`src/rtl/wps_pkg.sv`:
```
package wps_pkg;

    localparam int unsigned DATA_W    = 32;
    localparam int unsigned ADDR_W    = 24;
    localparam int unsigned REC_BYTES = 7;
    localparam int unsigned DATA_BYTES = DATA_W / 8;
    localparam int unsigned ADDR_BYTES = ADDR_W / 8;
    localparam logic [7:0]  OPCODE    = 8'h01;

    typedef enum logic [2:0] {
        ST_IDLE,
        ST_OPC,
        ST_FETCH,
        ST_REC,
        ST_RESP
    } wps_state_e;

    typedef struct packed {
        logic [DATA_W-1:0] word;
        logic [ADDR_W-1:0] addr;
    } wps_rec_t;

    function automatic logic is_final_byte(input logic [2:0] idx);
        return idx == 3'(REC_BYTES - 1);
    endfunction

endpackage

```
`src/rtl/wps_run_tracker.sv`:
```
module wps_run_tracker
    import wps_pkg::*;
#(
    parameter int CNT_W     = 16,
    parameter int MAX_WORDS = 8,
    parameter int CHUNK_W   = $clog2(MAX_WORDS + 1)
) (
    input  logic               clk,
    input  logic               rst,
    input  logic               load,
    input  logic [ADDR_W-1:0]  load_addr,
    input  logic [CNT_W-1:0]   load_cnt,
    input  logic               advance,
    output logic [ADDR_W-1:0]  base,
    output logic [CHUNK_W-1:0] chunk,
    output logic               final_chunk
);

    localparam logic [CNT_W-1:0] CAP = CNT_W'(MAX_WORDS);

    logic [CNT_W-1:0] remaining;

    always_ff @(posedge clk) begin
        if (rst) begin
            base      <= '0;
            remaining <= '0;
        end else if (load) begin
            base      <= load_addr;
            remaining <= load_cnt;
        end else if (advance) begin
            base      <= base + ADDR_W'(chunk);
            remaining <= remaining - CNT_W'(chunk);
        end
    end

    always_comb begin
        if (remaining > CAP) begin
            chunk = CHUNK_W'(MAX_WORDS);
        end else begin
            chunk = CHUNK_W'(remaining);
        end
        final_chunk = (remaining <= CAP);
    end

endmodule

```
`src/rtl/wps_record_fmt.sv`:
```
module wps_record_fmt
    import wps_pkg::*;
(
    input  wps_rec_t   rec,
    input  logic [2:0] idx,
    output logic [7:0] byte_out
);

    logic [7:0] lane [8];

    for (genvar g = 0; g < DATA_BYTES; g++) begin : g_data
        assign lane[g] = rec.word[8*g +: 8];
    end

    for (genvar g = 0; g < ADDR_BYTES; g++) begin : g_addr
        assign lane[DATA_BYTES + g] = rec.addr[8*(ADDR_BYTES-1-g) +: 8];
    end

    assign lane[7] = 8'h00;

    assign byte_out = lane[idx];

endmodule

```
`src/rtl/wordpkt_serializer.sv`:
```
module wordpkt_serializer
    import wps_pkg::*;
#(
    parameter int CNT_W     = 16,
    parameter int MAX_WORDS = 8
) (
    input  logic              clk,
    input  logic              rst,
    input  logic              start,
    input  logic [23:0]       start_addr,
    input  logic [CNT_W-1:0]  word_count,
    output logic              busy,
    input  logic              wd_valid,
    input  logic [31:0]       wd_data,
    output logic              wd_ready,
    output logic              bo_valid,
    output logic [7:0]        bo_data,
    output logic              bo_last,
    input  logic              bo_ready,
    input  logic              resp_valid,
    input  logic              resp_err,
    output logic              done,
    output logic              err
);

    localparam int CHUNK_W = $clog2(MAX_WORDS + 1);

    wps_state_e          state;
    logic [DATA_W-1:0]   word_q;
    logic [CHUNK_W-1:0]  slot;
    logic [CHUNK_W-1:0]  slot_nxt;
    logic [2:0]          bidx;
    logic                done_q;
    logic                err_q;

    logic                load;
    logic                advance;
    logic [ADDR_W-1:0]   base;
    logic [CHUNK_W-1:0]  chunk;
    logic                final_chunk;
    logic                last_slot;
    wps_rec_t            rec;
    logic [7:0]          rec_byte;

    assign load      = (state == ST_IDLE) && start && (word_count != '0);
    assign advance   = (state == ST_RESP) && resp_valid && !resp_err;
    assign slot_nxt  = slot + CHUNK_W'(1);
    assign last_slot = (slot_nxt == chunk);

    wps_run_tracker #(
        .CNT_W     (CNT_W),
        .MAX_WORDS (MAX_WORDS),
        .CHUNK_W   (CHUNK_W)
    ) u_track (
        .clk         (clk),
        .rst         (rst),
        .load        (load),
        .load_addr   (start_addr),
        .load_cnt    (word_count),
        .advance     (advance),
        .base        (base),
        .chunk       (chunk),
        .final_chunk (final_chunk)
    );

    assign rec.word = word_q;
    assign rec.addr = base + ADDR_W'(slot);

    wps_record_fmt u_fmt (
        .rec      (rec),
        .idx      (bidx),
        .byte_out (rec_byte)
    );

    always_ff @(posedge clk) begin
        if (rst) begin
            state  <= ST_IDLE;
            word_q <= '0;
            slot   <= '0;
            bidx   <= '0;
            done_q <= 1'b0;
            err_q  <= 1'b0;
        end else begin
            done_q <= 1'b0;
            err_q  <= 1'b0;
            unique case (state)
                ST_IDLE: begin
                    if (start) begin
                        if (word_count == '0) begin
                            done_q <= 1'b1;
                        end else begin
                            state <= ST_OPC;
                        end
                    end
                end
                ST_OPC: begin
                    if (bo_ready) begin
                        slot  <= '0;
                        state <= ST_FETCH;
                    end
                end
                ST_FETCH: begin
                    if (wd_valid) begin
                        word_q <= wd_data;
                        bidx   <= '0;
                        state  <= ST_REC;
                    end
                end
                ST_REC: begin
                    if (bo_ready) begin
                        if (is_final_byte(bidx)) begin
                            if (last_slot) begin
                                state <= ST_RESP;
                            end else begin
                                slot  <= slot_nxt;
                                state <= ST_FETCH;
                            end
                        end else begin
                            bidx <= bidx + 3'd1;
                        end
                    end
                end
                ST_RESP: begin
                    if (resp_valid) begin
                        if (resp_err) begin
                            done_q <= 1'b1;
                            err_q  <= 1'b1;
                            state  <= ST_IDLE;
                        end else if (final_chunk) begin
                            done_q <= 1'b1;
                            state  <= ST_IDLE;
                        end else begin
                            state <= ST_OPC;
                        end
                    end
                end
                default: state <= ST_IDLE;
            endcase
        end
    end

    always_comb begin
        busy     = (state != ST_IDLE);
        wd_ready = (state == ST_FETCH);
        bo_valid = (state == ST_OPC) || (state == ST_REC);
        bo_data  = (state == ST_OPC) ? OPCODE : rec_byte;
        bo_last  = (state == ST_REC) && is_final_byte(bidx) && last_slot;
        done     = done_q;
        err      = err_q;
    end

endmodule

```
`config.mk`:
```
export PLATFORM = sky130hd
export DESIGN_NAME = wordpkt_serializer
export DESIGN_NICKNAME = d
export VERILOG_FILES = /design/src/rtl/wps_pkg.sv /design/src/rtl/wps_run_tracker.sv /design/src/rtl/wps_record_fmt.sv /design/src/rtl/wordpkt_serializer.sv
export SDC_FILE = /design/constraint.sdc
export NUM_CORES = 1
export LEC_CHECK = 0
export ABC_AREA = 1
export BUFFER_PORTS_ARGS = -buffer_cell sky130_fd_sc_hd__buf_2
export CAP_MARGIN = 40
export CORE_ASPECT_RATIO = 1.25
export CORE_MARGIN = 10
export CORE_UTILIZATION = 52
export DETAILED_ROUTE_END_ITERATION = 8
export GPL_TIMING_DRIVEN = 0
export PLACE_DENSITY = 0.77
export SYNTH_ARGS = -nofsm -noshare
export SYNTH_HDL_FRONTEND = slang
export SYNTH_SLANG_ARGS = --single-unit
```
`constraint.sdc`:
```
create_clock -name clk -period 2.82 [get_ports clk]
set_input_delay 0.564 -clock clk [delete_from_list [all_inputs] [get_ports clk]]
set_output_delay 0.564 -clock clk [all_outputs]
set_load 0.005 [all_outputs]
```
-- After elaboration in Yosys (flattened, before gate mapping)
Index checks and enable logic that the tools add are counted.
- flip-flop bits (word level): 84
- input bits: 79
- output and inout bits: 14
- logic and storage cells: 90
- add/sub/neg operators: 5
- $lt $le $gt $ge: 3
- equality and inequality tests: 15
- multiplexer cells: 36
- bitwise logic cells: 3
- reductions and logical operators: 20
- operators by type and width (kind ; number):
    adder 24 x 4 -> 24 bit ; 2
    two-way mux 24 bit ; 2
    two-way mux 3 bit ; 11
    two-way mux 16 bit ; 2
    binary-select mux 8 bit (select 3 bit) ; 1
    two-way mux 8 bit ; 3
    two-way mux 4 bit ; 5
    != test 2 bit (second input constant) ; 9
    > comparator 16 x 4 -> 1 bit (second input constant) ; 1
    <= comparator 16 x 4 -> 1 bit (second input constant) ; 1
    zero test 16 bit ; 1
    nonzero test 16 bit ; 1
    subtractor 16 x 4 -> 16 bit ; 1
    case mux 3 bit (5 select lines) ; 1
    two-way mux 1 bit ; 8
    case mux 4 bit (2 select lines) ; 1
    AND reduction 7 bit ; 1
    == test 3 x 2 -> 1 bit (second input constant) ; 2
    == test 3 bit (second input constant) ; 2
    logical AND 1 bit ; 6
    case mux 3 bit (2 select lines) ; 1
    nonzero test 2 bit ; 3
    AND reduction 5 bit ; 1
    adder 4 x 1 -> 4 bit (second input constant) ; 1
    14 further kinds ; 15

-- Logic depth before layout (Yosys ltp)
- depth after elaboration: 7
- mapped depth: 18
- depth with buffers taken out: 18

-- Modules after synthesis
From an unflattened synthesis, not the netlist that was laid out.
- cells, all modules: 1003
- area, all modules: 6209.7 µm²
- modules (own cells, without submodules) (module ; times used ; cells each ; area each (µm²) ; seq. area each (µm²)):
    wordpkt_serializer ; 1 ; 421 ; 2740.1 ; 880.8
    wps_run_tracker ; 1 ; 402 ; 2708.8 ; 800.8
    wps_record_fmt ; 1 ; 180 ; 760.7 ; 0.0

-- Worst setup path before layout
Ideal clock, no wire load.
- path kind: register -> register
- start: reg u_track.remaining[4]
- end: reg u_track.base[22]
- library setup time: 0.132 ns
- arrival time: 2.453 ns
- required time: 2.688 ns
- setup slack: 0.234 ns
- stages on the path, launching flop included: 19
- cell sequence: dfxtp_1 -> nor2_4 -> nand2_4 -> nor2_8 -> nand3_4 -> nor2_1 -> ha_1 -> inv_1 -> fa_1 -> inv_1 -> nand3_1 -> nand3_1 -> inv_1 -> nor2_1 -> nand3_1 -> nor2_1 -> a21oi_1 -> o21ai_0 -> a21oi_1
- longest elaborated chain between the ends: 5
- ends and longest elaborated chain (item ; line ; source):
    start, declared ; wps_run_tracker.sv:21 ; logic [CNT_W-1:0] remaining;
    start signal, assigned ; wps_run_tracker.sv:29 ; remaining <= load_cnt;
    start signal, assigned ; wps_run_tracker.sv:32 ; remaining <= remaining - CNT_W'(chunk);
    > comparator 16 x 4 -> 1 bit ; wps_run_tracker.sv:37 ; if (remaining > CAP) begin
    two-way mux 4 bit ; wps_run_tracker.sv:37 ;
    adder 24 x 4 -> 24 bit ; wps_run_tracker.sv:31 ; base <= base + ADDR_W'(chunk);
    two-way mux 24 bit ; wps_run_tracker.sv:30 ; end else if (advance) begin
    two-way mux 24 bit ; wps_run_tracker.sv:27 ; end else if (load) begin
    end signal, assigned ; wps_run_tracker.sv:28 ; base <= load_addr;
    end signal, assigned ; wps_run_tracker.sv:31 ;
    end, declared ; wps_run_tracker.sv:14 ; output logic [ADDR_W-1:0] base,
Every way passes these cells. The select of a mux whose other input is x is not followed.
A chain may end at the register's enable or synchronous reset.

-- Worst setup path in the final report
- start: reg slot[0]
- end: out bo_data[6]
- longest elaborated chain between the ends: 5
- ends and longest elaborated chain (item ; line ; source):
    start, declared ; wordpkt_serializer.sv:30 ; logic [CHUNK_W-1:0] slot;
    start signal, assigned ; wordpkt_serializer.sv:115 ; slot <= slot_nxt;
    adder 24 x 4 -> 24 bit ; wordpkt_serializer.sv:67 ; assign rec.addr = base + ADDR_W'(slot);
    binary-select mux 8 bit (select 3 bit) ; wps_record_fmt.sv:21 ; assign byte_out = lane[idx];
    two-way mux 8 bit (not written as such) (2 in a row) ; wps_record_fmt.sv:21 ;
    two-way mux 8 bit ; wordpkt_serializer.sv:146 ; bo_data = (state == ST_OPC) ? OPCODE : rec_byte;
    end, declared ; wordpkt_serializer.sv:17 ; output logic [7:0] bo_data,
Every way passes these cells. The select of a mux whose other input is x is not followed.

==> impl_metrics.csv <==
group,metric,value,unit
sta,relSlewSlack,0.527,
logic_synthesis,yosys-mux-area-fraction,0,
sta,skew,11.8,ps
final_layout,layout.nets,1126,
detailed_routing,drt-vias-per-instance,5.58,
floorplanning,initial_core_util,0.532,
logic_synthesis,synth-compound-area-share,0.198,
clock_tree,clkLatencyLatePin,350,ps
worst_setup_path,critPathRequiredTime,2260,ps
worst_setup_path,cpPeakStageDelay,370,ps
placed_design,dp_hpwl,13900,um
grt,first_global_vias,6071,
detailed_routing,wl_per_cell,16.2,um
final_layout,area_growth,24.0,%
logic_synthesis,synth_seq_area_share,0.298,
status,violations,"setup timing",
clock_tree,cts-root-buf,"clkbuf_16",
sta,max_slew.worst_pin.slew,710,ps
logic_synthesis,synth_top_area_cell,"dfxtp_1",
sta,period_share,1.01,
final_layout,diodes,0,
logic_synthesis,syn_inst,915,
worst_setup_path,end_kind,"output port",
detailed_routing,drt_iter0_drc,533,
sta,fmax,0.352,GHz
logic_synthesis,syn_avg_cell_area,6.18,um^2
worst_setup_path,critPathArrivalTime,2280,ps
worst_hold_path,hp-class,"primary input to register",
worst_setup_path,critical_path_class,"register to output port",
floorplanning,die_w,113,um
clock_tree,clkSinkCount,84,
logic_synthesis,synth_cell_types,40,
detailed_routing,drt-pass1-iter-count,5,
logic_synthesis,yosys-top-cells-area,"dfxtp_1 (30%), nand2_1 (12%), o21ai_0 (9.1%), nor2_1 (8.3%), inv_1 (8.1%)",
final_layout,post_route_cells_drive_above_1_share,0.229,
status,status,"complete, but fails checks",
clock_tree,cts_tree,"built",
logic_synthesis,synth_top_family_by_area,"simple AND/OR/NAND/NOR gates",
logic_synthesis,synth_top_area_share,0.298,
grt,track_usage,0.233,
placed_design,io_buffers,91,
run,cap_violations,0,
power_and_ir_drop,switching_share,0.461,
worst_setup_path,crit_chain,"ha_4, fa_2, nand3_2, nand3_4, nand2_4, nor2_4, buf_4, nor2_1, o21ai_0, inv_1, a21oi_2, buf_2",
power_and_ir_drop,pwr-share-comb,0.504,
floorplanning,dieArea,15500,um^2
final_layout,register_area,1710,um^2
logic_synthesis,synthSimpleGateAreaFrac,0.335,
logic_synthesis,syn-cell-area,5650,um^2
worst_setup_path,crit_slowest_cell,"dfxtp_4",
clock_tree,cts_buffer_depth,2,
power_and_ir_drop,clock_power_share,0.206,
sta,period_needed,2840,ps
grt,overflow,0,
logic_synthesis,ys_warn_count,0,
sta,grt_setup_unrepaired,"true",
power_and_ir_drop,p_total,6.08,mW
final_layout,finish.utilization,0.660,
clock_tree,clk_pin_slew_worst_paths,70,ps
placed_design,place_ws,-320,ps
clock_tree,hold_buffers,0,
detailed_routing,vias,6524,
sta,setup_violations,3,
floorplanning,fp.dieH,137,um
power_and_ir_drop,power_density,868,nW/um^2
grt,grt_pass1_wl,29400,um
sta,worst_hold_slack,433,ps
floorplanning,num_rows,42,
power_and_ir_drop,ir_drop,0.440,mV
detailed_routing,drc,0,
sta,final.setup.tns,-42.2,ps
sta,fin_ws,-19.6,ps
logic_synthesis,synth-seq-cells,84,
power_and_ir_drop,seq_power_share,0.290,
placed_design,gp_congestion,0.951,
sta,maxSlewViolCount,0,
clock_tree,h-tree-depth,3,
floorplanning,io_pins,93,
floorplanning,coreArea,10600,um^2
power_and_ir_drop,switchingPower,2.80,mW
logic_synthesis,synthXorXnorAreaFrac,0.0232,
logic_synthesis,synthesis.nets,1008,
final_layout,multi_input_area,3610,um^2
clock_tree,cts_buffers,9,
power_and_ir_drop,p_leak,3.21,nW
logic_synthesis,synth-adder-area-share,0.0337,
worst_setup_path,critPathMaxFanout,5,
detailed_routing,wl,18900,um
sta,final-hold-violation-count,0,
detailed_routing,antenna_left,0,
grt,grt_max_degree,17,
power_and_ir_drop,intPower,3.28,mW
final_layout,nFillCells,1039,
grt,grt_antenna_before_repair,0,
worst_setup_path,start_kind,"register",
flip-flops by register name (all words and copies together), names as in the netlist:
register           flops
bidx                   3
err                    1
done                   1
word_q                32
state                  3
u_track.base          24
u_track.remaining     16
slot                   4
worst max-delay path, delay by kind of cell (launching register included):
| kind | cells | cell delay (ps) |
|---|---|---|
| and+or+nand+nor | 5 | 460 |
| DFF | 1 | 370 |
| AOI/OAI and AO/OA | 2 | 370 |
| adders and majority gates | 2 | 350 |
| buffers and inverters | 3 | 350 |
area by class of cell:
cell class	count	share of cell area
Multi-Input combinational cell	670	0.516
Buffer	37	0.0245
Timing Repair Buffer	107	0.0821
Inverter	124	0.0673
Clock buffer	9	0.0321
Sequential cell	84	0.243
Tap cell	132	0.0236
Clock inverter	7	0.0114
layout by cell type, fill, tap and decap left out, drive strengths merged:
master    instances
ha               12
a21oi            67
inv             126
fa                2
dfxtp            84
conb              1
nor3             11
o211ai           12
bufinv            1
a31oi            13
nand4            18
a21boi            1
a2111oi           1
xnor2             5
clkinv            2
xor2             10
o21bai            1
nand2           192
nand3            72
nor4              1
o221ai            2
clkbuf           30
or2               2
clkinvlp          2
buf             123
o22ai             4
o21ai           108
nor2            135
synth_stat cells (all sizes together):
cell type / n
fa: 2
or2: 2
xor2: 10
conb: 1
dfxtp: 84
o21ai: 108
clkbuf: 20
nor3: 11
nor4: 1
o221ai: 2
clkinv: 1
a21boi: 1
inv: 123
a21oi: 67
nand4: 18
xnor2: 5
nor2: 135
o21bai: 1
nand3: 72
o211ai: 12
a31oi: 13
o22ai: 4
nand2: 192
buf: 17
a2111oi: 1
ha: 12
final timing paths:
kind	startpoint	to	slack [ps]	depth (start not counted)
min	wd_data[29]	word_q[29]	430	3
max reg2reg	u_track.remaining[9]	u_track.base[22]	90	18
max	slot[0]	bo_data[6]	-20	12
min reg2reg	word_q[0]	word_q[0]	460	2
logic make-up after synthesis:
logic type | after synthesis
AO/OA/AOI/OAI | 209
XOR/XNOR | 15
adder cells (fa/ha/maj) | 14
buffers and inverters | 161
flip-flops | 84
other | 1
AND/OR/NAND/NOR | 431
power by group through the flow:
stage               Sequential, mW  Combinational, mW  Clock, mW
floorplan                     1.67               1.98          0
global placement              1.74               2.70          0
detailed placement            1.75               2.72          0
CTS                           1.73               2.84       1.25
global route                  1.79               3.42       1.31
finish                        1.76               3.07       1.25
what timing repair did:
action	CTS	global route
hold endpoints to repair	0	0
setup endpoints to repair	16	20
pin swaps	12	23
resized for setup	37	65
setup buffers	6	10
stage by stage:
step	std cells	cell area, um^2
2_1_floorplan	915	5650
3_3_place_gp	1138	6270
5_1_grt	1170	7010
3_5_place_dp	1138	6270
6_report	1170	7010
4_1_cts	1160	6750
metal layers:
| metal | track usage | share of wire | vias to the layer above |
|---|---|---|---|
| met5 | 0 | 0 | - |
| met4 | 0.0925 | 0.032 | 0 |
| met3 | 0.0456 | 0.073 | 48 |
| met2 | 0.404 | 0.49 | 289 |
| met1 | 0.275 | 0.40 | 2953 |
| li1 | - | - | 3234 |
Note: power is estimated with default switching activity, not from simulation.
